<file path="src/rtl/pio_timing_pkg.sv">
package pio_timing_pkg;

  localparam int CNT_W = 5;

  typedef enum logic [1:0] {
    PH_IDLE   = 2'd0,
    PH_SETUP  = 2'd1,
    PH_ACTIVE = 2'd2,
    PH_RECOV  = 2'd3
  } phase_e;

  typedef struct packed {
    logic [CNT_W-1:0] setup;
    logic [CNT_W-1:0] active;
    logic [CNT_W-1:0] recov;
  } timing_t;

  // nonlinear 2-bit setup code to clocks
  function automatic logic [CNT_W-1:0] setup_clocks(input logic [1:0] code);
    logic [CNT_W-1:0] r;
    case (code)
      2'b00:   r = CNT_W'(4);
      2'b01:   r = CNT_W'(2);
      2'b10:   r = CNT_W'(3);
      default: r = CNT_W'(5);
    endcase
    return r;
  endfunction

  // nibble to clocks: 0 wraps to 16, optional floor of 2
  function automatic logic [CNT_W-1:0] nibble_clocks(input logic [3:0] n,
                                                     input logic floor2);
    logic [CNT_W-1:0] r;
    if (n == 4'd0)
      r = CNT_W'(16);
    else if (floor2 && n == 4'd1)
      r = CNT_W'(2);
    else
      r = CNT_W'(n);
    return r;
  endfunction

endpackage

</file>
<file path="src/rtl/pio_timing_regs.sv">
module pio_timing_regs
  import pio_timing_pkg::*;
#(
  parameter int DATA_W   = 8,
  parameter int ADDR_W   = 3,
  parameter int NUM_SETS = 3
) (
  input  logic              clk,
  input  logic              rst,
  input  logic              we,
  input  logic [ADDR_W-1:0] addr,
  input  logic [DATA_W-1:0] wdata,
  input  logic              late_rev,
  input  logic [1:0]        sel_drive,
  input  logic              sel_cmd,
  output timing_t           timing
);

  localparam int SET_W  = (NUM_SETS > 1) ? $clog2(NUM_SETS) : 1;
  localparam int CODE_H = DATA_W - 1;
  localparam int CODE_L = DATA_W - 2;

  logic [1:0]        set_code [NUM_SETS];
  logic [DATA_W-1:0] set_rw   [NUM_SETS];
  logic [DATA_W-1:0] cmd_rw;

  // one register pair per timing set
  for (genvar s = 0; s < NUM_SETS; s++) begin : g_set
    logic [1:0]        code_q;
    logic [DATA_W-1:0] rw_q;
    always_ff @(posedge clk) begin
      if (rst) begin
        code_q <= '0;
        rw_q   <= '0;
      end else if (we) begin
        if (addr == ADDR_W'(2*s+1)) code_q <= wdata[CODE_H:CODE_L];
        if (addr == ADDR_W'(2*s+2)) rw_q   <= wdata;
      end
    end
    assign set_code[s] = code_q;
    assign set_rw[s]   = rw_q;
  end

  always_ff @(posedge clk) begin
    if (rst)                            cmd_rw <= '0;
    else if (we && addr == ADDR_W'(0))  cmd_rw <= wdata;
  end

  // both secondary drives map onto the last set
  logic [SET_W-1:0] set_idx;
  assign set_idx = sel_drive[1] ? SET_W'(NUM_SETS-1) : SET_W'(sel_drive[0]);

  logic [1:0]        cur_code;
  logic [DATA_W-1:0] cur_rw;

  always_comb begin
    if (sel_cmd) begin
      cur_code = 2'b00;
      cur_rw   = cmd_rw;
    end else begin
      cur_code = set_code[set_idx];
      cur_rw   = set_rw[set_idx];
    end
    timing.setup  = setup_clocks(cur_code);
    timing.active = nibble_clocks(cur_rw[DATA_W-1:DATA_W-4], 1'b1);
    timing.recov  = nibble_clocks(cur_rw[3:0], 1'b0) + CNT_W'(late_rev);
  end

  p_setup_range_r2: assert property (@(posedge clk) disable iff (rst)
    timing.setup >= CNT_W'(2) && timing.setup <= CNT_W'(5));

  p_active_floor_r4: assert property (@(posedge clk) disable iff (rst)
    timing.active >= CNT_W'(2) && timing.active <= CNT_W'(16));

  p_late_extra_r5: assert property (@(posedge clk) disable iff (rst)
    late_rev |-> timing.recov >= CNT_W'(2));

  p_cmd_slow_setup_r7: assert property (@(posedge clk) disable iff (rst)
    sel_cmd |-> timing.setup == CNT_W'(4));

  p_reset_slowest_r1: assert property (@(posedge clk) disable iff (rst)
    ($past(rst) && !late_rev) |->
      (timing.setup == CNT_W'(4) && timing.active == CNT_W'(16)
       && timing.recov == CNT_W'(16)));

endmodule

</file>
<file path="src/rtl/pio_phase_seq.sv">
module pio_phase_seq
  import pio_timing_pkg::*;
(
  input  logic       clk,
  input  logic       rst,
  input  logic       req,
  input  logic [1:0] req_drive,
  input  logic       req_cmd,
  input  logic       req_read,
  input  timing_t    timing,
  output logic [1:0] sel_drive,
  output logic       sel_cmd,
  output logic       rd_strobe,
  output logic       wr_strobe,
  output logic       busy
);

  localparam logic [CNT_W-1:0] ONE = CNT_W'(1);

  phase_e           state, nstate;
  logic [CNT_W-1:0] cnt, ncnt;
  logic [CNT_W-1:0] lat_act, lat_rec;
  logic             dir_rd, ndir;

  logic             pend_v, pend_cmd, pend_read;
  logic [1:0]       pend_drive;

  logic can_start, start, sel_read;

  assign can_start = (state == PH_IDLE) || (state == PH_RECOV && cnt == '0);
  assign start     = can_start && (pend_v || req);
  assign sel_drive = pend_v ? pend_drive : req_drive;
  assign sel_cmd   = pend_v ? pend_cmd   : req_cmd;
  assign sel_read  = pend_v ? pend_read  : req_read;

  always_comb begin
    nstate = state;
    ncnt   = cnt;
    ndir   = dir_rd;
    case (state)
      PH_SETUP: begin
        if (cnt == '0) begin
          nstate = PH_ACTIVE;
          ncnt   = lat_act - ONE;
        end else ncnt = cnt - ONE;
      end
      PH_ACTIVE: begin
        if (cnt == '0) begin
          nstate = PH_RECOV;
          ncnt   = lat_rec - ONE;
        end else ncnt = cnt - ONE;
      end
      PH_RECOV: begin
        if (cnt == '0) nstate = PH_IDLE;
        else           ncnt   = cnt - ONE;
      end
      default: ;
    endcase
    if (start) begin
      nstate = PH_SETUP;
      ncnt   = timing.setup - ONE;
      ndir   = sel_read;
    end
  end

  always_ff @(posedge clk) begin
    if (rst) begin
      state     <= PH_IDLE;
      cnt       <= '0;
      lat_act   <= '0;
      lat_rec   <= '0;
      dir_rd    <= 1'b0;
      rd_strobe <= 1'b0;
      wr_strobe <= 1'b0;
      busy      <= 1'b0;
    end else begin
      state     <= nstate;
      cnt       <= ncnt;
      dir_rd    <= ndir;
      rd_strobe <= (nstate == PH_ACTIVE) &&  ndir;
      wr_strobe <= (nstate == PH_ACTIVE) && !ndir;
      busy      <= (nstate != PH_IDLE);
      if (start) begin
        lat_act <= timing.active;
        lat_rec <= timing.recov;
      end
    end
  end

  // one-entry holding slot for requests that arrive mid-cycle
  always_ff @(posedge clk) begin
    if (rst) begin
      pend_v     <= 1'b0;
      pend_drive <= '0;
      pend_cmd   <= 1'b0;
      pend_read  <= 1'b0;
    end else if (can_start && pend_v) begin
      pend_v <= req;
      if (req) begin
        pend_drive <= req_drive;
        pend_cmd   <= req_cmd;
        pend_read  <= req_read;
      end
    end else if (!can_start && req && !pend_v) begin
      pend_v     <= 1'b1;
      pend_drive <= req_drive;
      pend_cmd   <= req_cmd;
      pend_read  <= req_read;
    end
  end

  p_one_strobe_r8: assert property (@(posedge clk) disable iff (rst)
    !(rd_strobe && wr_strobe));

  p_strobe_in_busy_r8: assert property (@(posedge clk) disable iff (rst)
    (rd_strobe || wr_strobe) |-> busy);

  p_req_starts_r8: assert property (@(posedge clk) disable iff (rst)
    (state == PH_IDLE && req) |=> busy);

  p_pending_chain_r9: assert property (@(posedge clk) disable iff (rst)
    (state == PH_RECOV && cnt == '0 && pend_v) |=> (busy && state == PH_SETUP));

  p_cnt_limit_r3: assert property (@(posedge clk) disable iff (rst)
    cnt <= CNT_W'(16));

  p_capture_hold_r10: assert property (@(posedge clk) disable iff (rst)
    (state == PH_SETUP || state == PH_ACTIVE) |=> ($stable(lat_act) && $stable(lat_rec)));

endmodule

</file>
<file path="src/rtl/pio_strobe_timer.sv">
module pio_strobe_timer
  import pio_timing_pkg::*;
#(
  parameter int DATA_W   = 8,
  parameter int ADDR_W   = 3,
  parameter int NUM_SETS = 3
) (
  input  logic              clk,
  input  logic              rst,
  input  logic              cfg_we,
  input  logic [ADDR_W-1:0] cfg_addr,
  input  logic [DATA_W-1:0] cfg_wdata,
  input  logic              late_rev,
  input  logic              req,
  input  logic [1:0]        req_drive,
  input  logic              req_cmd,
  input  logic              req_read,
  output logic              rd_strobe,
  output logic              wr_strobe,
  output logic              busy
);

  timing_t    timing;
  logic [1:0] sel_drive;
  logic       sel_cmd;

  pio_timing_regs #(
    .DATA_W  (DATA_W),
    .ADDR_W  (ADDR_W),
    .NUM_SETS(NUM_SETS)
  ) u_regs (
    .clk      (clk),
    .rst      (rst),
    .we       (cfg_we),
    .addr     (cfg_addr),
    .wdata    (cfg_wdata),
    .late_rev (late_rev),
    .sel_drive(sel_drive),
    .sel_cmd  (sel_cmd),
    .timing   (timing)
  );

  pio_phase_seq u_seq (
    .clk      (clk),
    .rst      (rst),
    .req      (req),
    .req_drive(req_drive),
    .req_cmd  (req_cmd),
    .req_read (req_read),
    .timing   (timing),
    .sel_drive(sel_drive),
    .sel_cmd  (sel_cmd),
    .rd_strobe(rd_strobe),
    .wr_strobe(wr_strobe),
    .busy     (busy)
  );

endmodule

</file>
<file path="config.mk">
export PLATFORM = sky130hd
export DESIGN_NAME = pio_strobe_timer
export DESIGN_NICKNAME = d
export VERILOG_FILES = /design/src/rtl/pio_timing_pkg.sv /design/src/rtl/pio_timing_regs.sv /design/src/rtl/pio_phase_seq.sv /design/src/rtl/pio_strobe_timer.sv
export SDC_FILE = /design/constraint.sdc
export NUM_CORES = 1
export LEC_CHECK = 0
export ABC_AREA = 1
export ABC_CLOCK_PERIOD_IN_PS = 2300
export BUFFER_PORTS_ARGS = -buffer_cell sky130_fd_sc_hd__buf_2
export CAP_MARGIN = 30
export CORE_MARGIN = 3
export CORE_UTILIZATION = 60
export DETAILED_ROUTE_END_ITERATION = 16
export PLACE_DENSITY = 0.79
export SYNTH_ARGS = -nofsm -noshare
export SYNTH_HDL_FRONTEND = slang
export SYNTH_SLANG_ARGS = --single-unit
</file>
<file path="constraint.sdc">
create_clock -name clk -period 2.3 [get_ports clk]
set_clock_uncertainty 0.2 [all_clocks]
set_input_delay 0.69 -clock clk [delete_from_list [all_inputs] [get_ports clk]]
set_output_delay 0.69 -clock clk [all_outputs]
set_load 0.02 [all_outputs]
</file>
# == Yosys cells after proc, flatten, opt, wreduce, memory -nomap -nowiden ==
# Cells that the tools add are included.
# totals
inputBits,20
out_inout_bits,3
elab_cells,109
reg_bits,64
# classes
addsub,5
order_cmp,1
n_reduce_logical,30
n_mux,38
eq_ne,15
bitwise_logic,1
# op_table
operator,n
two-way mux 5 bit,6
two-way mux 2 bit,12
two-way mux 8 bit,3
binary-select mux 8 bit (select 2 bit),1
AND reduction 2 bit,8
case mux 5 bit (3 select lines),1
"subtractor 5 x 1 -> 5 bit, second input constant",3
two-way mux 1 bit,11
"equality test 3 bit, second input constant",3
case mux 3 bit (3 select lines),1
"equality test 2 bit, second input constant",4
logical AND 1 bit,8
logical NOT 4 bit,2
"equality test 3 x 2 -> 1 bit, second input constant",2
case mux 2 bit (3 select lines),1
adder 5 x 1 -> 5 bit,1
logical NOT 5 bit,1
binary-select mux 2 bit (select 2 bit),1
"equality test 2 x 1 -> 1 bit, second input constant",2
"equality test 4 x 1 -> 1 bit, second input constant",1
logical NOT 2 bit,2
two-way mux 4 bit,1
nonzero test 2 bit,2
nonzero test 4 bit,1
other kinds (9),12

# == Logic depth before layout (Yosys ltp) ==
# Gate-level depths: netlist of run 1.
# logic_depth
ltp_word,11
depth_mapped,17
depth_no_buf,16

# == By module ==
# Synthesis of run 1 repeated with hierarchy kept, for this count alone.
# unflattened
hier_cells,533
area_unflattened_um2,3599.7
# modules_own_cells
mod,seq_area_each_um2,n_inst,cells_per_inst,area_each_um2
pio_timing_regs,760.7,1,291,1984.4
pio_phase_seq,520.5,1,242,1615.3

# == Worst setup path after synthesis of run 1 ==
# No wires, ideal clock.
# synth_timing
kind,input-to-reg
from,in req_cmd
to,reg u_seq.lat_rec[4]
path_stages,14
setup_time_ps,109
setup_slack_ps,90
t_arrival_ps,1901
required_ps,1991
n_path_buf,1
path_cell_list,inv_1 > o21ai_2 > buf_2 > nand2_1 > nand2_1 > inv_1 > ha_1 > ha_1 > inv_1 > nor2_2 > nand2_1 > nand3_1 > nand2_1 > inv_1
# synth_between
elab_chain_cells,5
# synth_rtl
element,line,rtl
"start, declared",pio_strobe_timer.sv:16,"input logic req_cmd,"
two-way mux 1 bit (*),pio_phase_seq.sv:33,assign sel_cmd = pend_v ? pend_cmd : req_cmd;
two-way mux 8 bit (*),pio_timing_regs.sv:57,if (sel_cmd) begin
logical NOT 4 bit,pio_timing_pkg.sv:34,if (n == 4'd0)
two-way mux 5 bit (*),pio_timing_pkg.sv:34,
adder 5 x 1 -> 5 bit (*),pio_timing_regs.sv:66,"timing.recov = nibble_clocks(cur_rw[3:0], 1'b0) + CNT_W'(late_rev);"
"end signal, assigned",pio_phase_seq.sv:85,lat_rec <= timing.recov;
"end, declared",pio_phase_seq.sv:22,"logic [CNT_W-1:0] lat_act, lat_rec;"
# Mark *: on every way between the ends. The rest lies on a longest branch, timed or not.
# A chain may end at the register's enable or synchronous reset.

# == Worst setup path in the final report of run 1 ==
# layout_timing
from,reg u_seq.pend_v
to,reg u_seq.lat_rec[4]
# layout_between
elab_chain_cells,10
elab_cells_between_ends,13
classes_between,1 x add/sub; 8 x mux; 1 x bitwise; 3 x reduce/logical
# layout_rtl
element,line,rtl
"start, declared",pio_phase_seq.sv:25,"logic pend_v, pend_cmd, pend_read;"
"start signal, assigned",pio_phase_seq.sv:98,pend_v <= req;
two-way mux 2 bit,pio_phase_seq.sv:32,assign sel_drive = pend_v ? pend_drive : req_drive;
two-way mux 2 bit,pio_timing_regs.sv:51,assign set_idx = sel_drive[1] ? SET_W'(NUM_SETS-1) : SET_W'(sel_drive[0]);
inverter 2 -> 3 bit (not written as such),pio_timing_regs.sv:62,cur_rw = set_rw[set_idx];
binary-select mux 8 bit (select 2 bit),pio_timing_regs.sv:62,
two-way mux 8 bit (not written as such) (2 in a row),pio_timing_regs.sv:62,
two-way mux 8 bit,pio_timing_regs.sv:57,
logical NOT 4 bit,pio_timing_pkg.sv:34,
two-way mux 5 bit,pio_timing_pkg.sv:34,
adder 5 x 1 -> 5 bit,pio_timing_regs.sv:66,
# Several ways; a longest one is shown, not always the timed one. The select of a mux whose other input is x is not followed.

==> qor.csv, run 1 <==
metric,value,unit
worstSetupStartpoint,u_seq.pend_v,
power.leakage,1.82,nW
clock.fmax,473,MHz
period_share,0.918,
finalSetupViolations,0,
p_switching,1.92,mW
fp.dieH,81.5,um
ys_seq_elements,64,
io_buffers,22,
cp_slowest_cell,dfxtp_2,
worstPathCellList,inv_4 -> nand2_2 -> nand2_4 -> a21oi_1 -> nand2_1 -> nand2_1 -> inv_1 -> ha_1 -> ha_1 -> inv_1 -> nor2_2 -> nand2_1 -> nand3_1 -> nand2_1 -> inv_1,
drtIter0Drc,239,
final_layout_size_suffix_gt1_frac,0.160,
cp_num_cells,15,
worstPathMaxFanout,11,
fin_hold_ws,0.250,ns
areaGrowthSynthToFinish,13.4,%
cts_root_buf,clkbuf_8,
syn_area_per_cell,6.85,sq um
min_period,2.11,ns
synth.distinct_cells,34,
slew_headroom,0.741,
grt_max_degree,53,
clk_pin_slew_worst_paths,0.07,ns
worstPathRequired,2.35,ns
worst_pin_slew,0.388,ns
cp_common_cell,nand2_1,
power.density,1170,nW/um^2
finalHoldViolCount,0,
crit_end,u_seq.lat_rec[4],
vias,3277,
gp_congestion,0.909,
antenna_found_initial,0,
dp_hpwl,5660,um
ctsHoldBuffers,0,
synthTopCellsByArea,"dfxtp_1 (37%), o21ai_0 (9.7%), nor2_1 (8.5%)",
drc,0,
setup.worst_path.start_class,flop,
nFillCells,439,
coreArea,5300,sq um
synth_top_cell_by_area,dfxtp_1,
r2r_cells,15,
dieWidth,81.5,um
slowest_delay,0.49,ns
rsz0062_at_grt,no,
cts_sinks,64,
seq_power_share,0.318,
place_area,3670,sq um
synth_top_area_frac,0.375,
p_clk_frac,0.214,
pwr-share-comb,0.468,
synthArstFlopShare,0,
antenna_left,0,
nNetsFinal,564,
syn-cell-area,3420,sq um
synth_edf_count,0,
ioPinCount,23,
synth-seq-area-share,0.375,
worst-endpoint-arrival,2.16,ns
dr.pass1.iters,5,
fp-row-count,26,
synthTopCellsByCount,"nor2_1 (77), inv_1 (71), nand2_1 (70)",
overflow,0,
ctsHtreeMaxLevel,3,
path_buf_inv,4,
stdcell_area,3870,sq um
path_class,reg2reg,
grt_usage,0.263,
dieArea,6640,sq um
synth_most_common_cell,nor2_1,
hold_path.class,reg2reg,
worst_r2r_startpoint,u_seq.pend_v,
max-clock-path-buffers,2,
crit_family,simple AND/OR/NAND/NOR gates,
ys.warnings.count,0,
ir_drop,0.591,mV
synth.net_count,530,
p_int,2.63,mW
grt_pass1_wl,13600,um
cap_viol_max_count,0,
insertion_delay,0.35,ns
p_sw_frac,0.422,
cts_tree,yes,
grt_pass1_vias,3077,
diodes,0,
postRouteWirelength,7830,um
numCtsBuffers,9,
reg2reg_slack,0.19,ns
slew_viol_final,0,
outcome,finished clean,
syn_inst,499,
timing.rr.end,u_seq.lat_rec[4],
critPathCaptureType,flop,
wire_per_inst,12.9,um
start_util,0.644,
synthFlopType,dfxtp_1,
via_per_inst,5.39,
[what timing repair did]
action	in CTS	in global routing
setup endpoints to repair	0	6
resized for setup	0	2
setup buffers	0	0
[cell type report]
cell class / count / area (sq um) / share of cell area
clock inverters: 2 / 10.0 / 0.00258
well taps: 70 / 87.6 / 0.0226
clock buffers: 14 / 193 / 0.0497
repair buffers: 37 / 235 / 0.0607
multi-input cells: 342 / 1770 / 0.456
inverters: 79 / 302 / 0.0778
flip-flops and latches: 64 / 1280 / 0.331
[state kept, by name (all words and copies together), names as in the netlist]
| signal | cells |
|---|---|
| u_seq.busy | 1 |
| u_seq.dir_rd | 1 |
| u_regs.cmd_rw | 8 |
| u_seq.pend_cmd | 1 |
| u_seq.state | 2 |
| u_seq.pend_drive | 2 |
| u_seq.wr_strobe | 1 |
| u_seq.pend_v | 1 |
| u_seq.cnt | 5 |
| u_seq.pend_read | 1 |
| u_regs.g_set.code_q | 6 |
| u_regs.g_set.rw_q | 24 |
| u_seq.rd_strobe | 1 |
| u_seq.lat_rec | 5 |
| u_seq.lat_act | 5 |
[layer usage]
layer,GRT usage,part of all wire,up-vias
met1,0.340,0.47,1499
met3,0.0603,0.051,17
li1,-,-,1667
met2,0.428,0.46,94
met5,0,0,-
met4,0.0997,0.020,0
[through the flow]
stage | power [mW] | setup slack [ns] | setup TNS, ns | util | std cells
floorplan | 3.06 | 0.0896 | 0 | - | 499
global placement | 3.48 | 0.0279 | 0 | 0.692 | 592
detailed placement | 3.55 | -0.0572 | -0.126 | 0.692 | 592
CTS | 4.53 | 0.0330 | 0 | 0.730 | 608
global route | 4.95 | 0.0207 | 0 | 0.731 | 608
finish | 4.55 | 0.188 | 0 | 0.731 | 608
[power by group through the flow]
stage               registers, mW  clock network, mW  logic, mW
floorplan                    1.44                  0       1.62
global placement             1.46                  0       2.01
detailed placement           1.47                  0       2.08
CTS                          1.44              0.978       2.10
global route                 1.47               1.04       2.44
finish                       1.45              0.974       2.13
[cell usage in the layout (no fill, tap or decap), drive strengths merged]
cell type	instances
inv	78
o21bai	2
nor3	5
buf	37
o21ai	75
o211ai	4
or2	1
xnor2	1
clkinv	3
nand4	1
xor2	4
ha	11
nor2	80
nand3	23
o31ai	1
dfxtp	64
nand2	82
clkbuf	14
a21oi	50
and2	2
[how the worst min path moves through the flow]
stage / cells after the start / slack [ns] / startpoint / endpoint
4_1_cts: 2 / 0.25 / u_regs.cmd_rw[1] / u_regs.cmd_rw[1]
5_1_grt: 2 / 0.27 / u_regs.g_set[0].rw_q[3] / u_regs.g_set[0].rw_q[3]
3_3_place_gp: 2 / 0.23 / u_seq.pend_cmd / u_seq.pend_cmd
3_5_place_dp: 2 / 0.24 / u_regs.cmd_rw[1] / u_regs.cmd_rw[1]
6_report: 2 / 0.25 / u_regs.cmd_rw[1] / u_regs.cmd_rw[1]
2_1_floorplan: 2 / 0.22 / u_seq.pend_cmd / u_seq.pend_cmd
[worst register-to-register path, cell delays in order, from the launching register on]
cell     delay, ns
dfxtp_2       0.49
inv_4         0.10
nand2_2       0.09
nand2_4       0.07
a21oi_1       0.14
nand2_1       0.08
nand2_1       0.08
inv_1         0.05
ha_1          0.19
ha_1          0.21
inv_1         0.08
nor2_2        0.05
nand2_1       0.05
nand3_1       0.07
nand2_1       0.06
inv_1         0.03
[logic make-up (layout without fill, tap and decap cells)]
group | after synthesis | in the layout | share of synthesized area
AO/OA/AOI/OAI | 132 | 132 | 0.208
XOR/XNOR | 5 | 5 | 0.0128
adder cells (fa/ha/maj) | 11 | 11 | 0.0403
buffers and inverters | 93 | 132 | 0.108
flip-flops | 64 | 64 | 0.375
AND/OR/NAND/NOR | 194 | 194 | 0.255
Note: power is estimated with default switching activity, not from simulation.
==> run 2, diff against run 1 <==
CELL_PAD_IN_SITES_DETAIL_PLACEMENT = 1   (was default)
CELL_PAD_IN_SITES_GLOBAL_PLACEMENT = 1   (was default)
CORE_UTILIZATION = 43   (was 60)
GPL_ROUTABILITY_DRIVEN = 0   (was default)
PLACE_DENSITY = default   (was 0.79)
PLACE_DENSITY_LB_ADDON = 0.1   (was default)
==> qor.csv, run 2 (same netlist as run 1, synthesis figures left out) <==
metric,value,unit,change
hold_depth,2,,unchanged
tns,0,ns,unchanged
fp-row-count,31,,+19%
final_layout_size_suffix_gt1_frac,0.170,,+0.0105
fp.dieH,95.1,um,+17%
drtIter0Drc,136,,-43%
worstPathCellList,buf_2 -> inv_1 -> nand2_4 -> nand2_4 -> nand2_1 -> nand3_1 -> nand2_1 -> nand2_1 -> inv_1 -> ha_1 -> ha_1 -> inv_1 -> nor2_2 -> nand2_1 -> nand3_1 -> nand2_1 -> inv_1,,
rsz0062_at_grt,no,,
via_per_inst,5.12,,-5.0%
outcome,finished clean,,
dr.pass1.iters,5,,unchanged
cts_sinks,64,,unchanged
grt_pass1_wl,15900,um,+17%
cap_viol_max_count,0,,unchanged
timing.rr.end,u_seq.lat_rec[4],,
numCtsBuffers,9,,unchanged
final_common_cell,nor2_1,,
worst_r2r_startpoint,u_seq.pend_v,,
dieWidth,95.1,um,+17%
clock.fmax,483,MHz,+2.0%
period_share,0.900,,-0.0182
cp_common_cell,nand2_1,,
antenna_found_initial,0,,unchanged
largest_reg_flops,24,,unchanged
diodes,0,,unchanged
cp_slowest_cell,ha_1,,
wire_per_inst,14.3,um,+11%
areaGrowthSynthToFinish,16.4,%,
worst_pin_slew,0.406,ns,+0.0181 ns
total_power,4.76,mW,+4.7%
antenna_left,0,,unchanged
worst-endpoint-arrival,2.10,ns,-0.06 ns
drc,0,,unchanged
worstPathMaxFanout,3,,-8
layout_common_cells,"nor2_1 (77), inv_1 (71), nand2_1 (70), o21ai_0 (66), dfxtp_1 (63)",,
overflow,0,,unchanged
power.leakage,1.85,nW,+1.8%
power.density,1200,nW/um^2,+2.0%
cts_tree,yes,,
top_regs,"u_regs.g_set.rw_q (24), u_regs.cmd_rw (8), u_regs.g_set.code_q (6)",,
insertion_delay,0.33,ns,-0.02 ns
clk_pin_slew_worst_paths,0.07,ns,about the same
nNetsFinal,572,,+1.4%
hold_end,u_seq.pend_cmd,,
finalSetupViolations,0,,unchanged
regMostFlops,u_regs.g_set.rw_q,,
coreArea,7490,sq um,+41%
slowest_delay,0.21,ns,-0.28 ns
slew_headroom,0.729,,-0.0121
dp_hpwl,6900,um,+22%
finalHoldViolCount,0,,unchanged
ioPinCount,23,,unchanged
postRouteWirelength,9230,um,+18%
min_from,u_seq.pend_cmd,,
min_period,2.07,ns,-0.0420 ns
setup.worst_path.start_class,input pin,,
grt_pass1_vias,3444,,+12%
cts_root_buf,clkbuf_8,,
worstPathRequired,2.33,ns,-0.02 ns
ir_drop,0.555,mV,-6.1%
hold_path.class,reg2reg,,
grt_max_degree,34,,-36%
critPathCaptureType,flop,,
grt_usage,0.223,,-0.0408
path_class,in2reg,,
reg2reg_slack,0.24,ns,+0.05 ns
ctsHoldBuffers,0,,unchanged
start_util,0.456,,-0.188
io_buffers,22,,unchanged
r2r_cells,15,,unchanged
ctsHtreeMaxLevel,3,,unchanged
vias,3304,,+0.82%
slew_viol_final,0,,unchanged
dieArea,9050,sq um,+36%
max-clock-path-buffers,2,,unchanged
post_cts_buffers,0,,unchanged
==> run 2: changes by cell type in the layout (fill, tap and decap cells not counted), moves of 2 or more <==
cell / previous run / this run
bufinv_16: 0 / 2
clkbuf_8: 14 / 10
buf_4: 14 / 23
clkinvlp_4: 0 / 2
==> run 2: worst max path at each step <==
stage,start,end,cells after the start,slack [ns]
global placement,req_drive[0],u_seq.lat_rec[1],13,-0.05
finish,req_drive[0],u_seq.lat_rec[4],17,0.23
detailed placement,req_drive[0],u_seq.lat_rec[4],17,-0.09
global route,u_seq.pend_v,u_seq.lat_rec[2],14,0.05
floorplan,req_cmd,u_seq.lat_rec[4],14,0.09
CTS,u_seq.pend_v,u_seq.lat_rec[1],11,0.14
==> run 2: final cells by class <==
type | count | area [sq um]
fillers | 1018 | 3510
flip-flops and latches | 64 | 1280
repair buffers | 45 | 283
inverters | 79 | 300
clock inverters | 5 | 80.1
multi-input cells | 342 | 1770
well taps | 99 | 124
clock buffers | 11 | 141
==> run 2: repair_timing <==
item / CTS / global route
pin swaps: 0 / 0
endpoints found under the setup margin: 3 / 5
resized for setup: 1 / 1
cloned: 0 / 0
endpoints found under the hold margin: 0 / 0
==> run 2: critical path: cells and delay by family <==
kind                       cells  cell delay [ns]
and+or+nand+nor               10             0.63
adders and majority gates      2             0.40
buffers and inverters          5             0.38
==> run 2: power by group <==
| part | internal, mW | leakage, nW | switching (mW) |
|---|---|---|---|
| Combinational | 0.824 | 1.22 | 1.41 |
| Clock | 0.639 | 0.106 | 0.448 |
| Sequential | 1.31 | 0.524 | 0.135 |
| Total | 2.78 | 1.85 | 1.99 |
==> run 2: stage by stage <==
step	hold slack, ns	cell area [sq um]	instances	util	worst slack, ns
after floorplan	0.224	3420	499	-	0.0896
after global placement	0.233	3750	629	0.501	-0.0478
after detailed placement	0.244	3750	629	0.501	-0.0873
after CTS	0.254	3980	645	0.531	0.143
after global routing	0.285	3980	645	0.532	0.0466
final	0.251	3980	645	0.532	0.229
==> run 2: layer usage <==
metal,part of all wire,GRT usage,up-vias
met5,0,0,-
li1,-,-,1678
met4,0.015,0.0661,0
met2,0.47,0.375,43
met3,0.031,0.0363,13
met1,0.49,0.292,1570
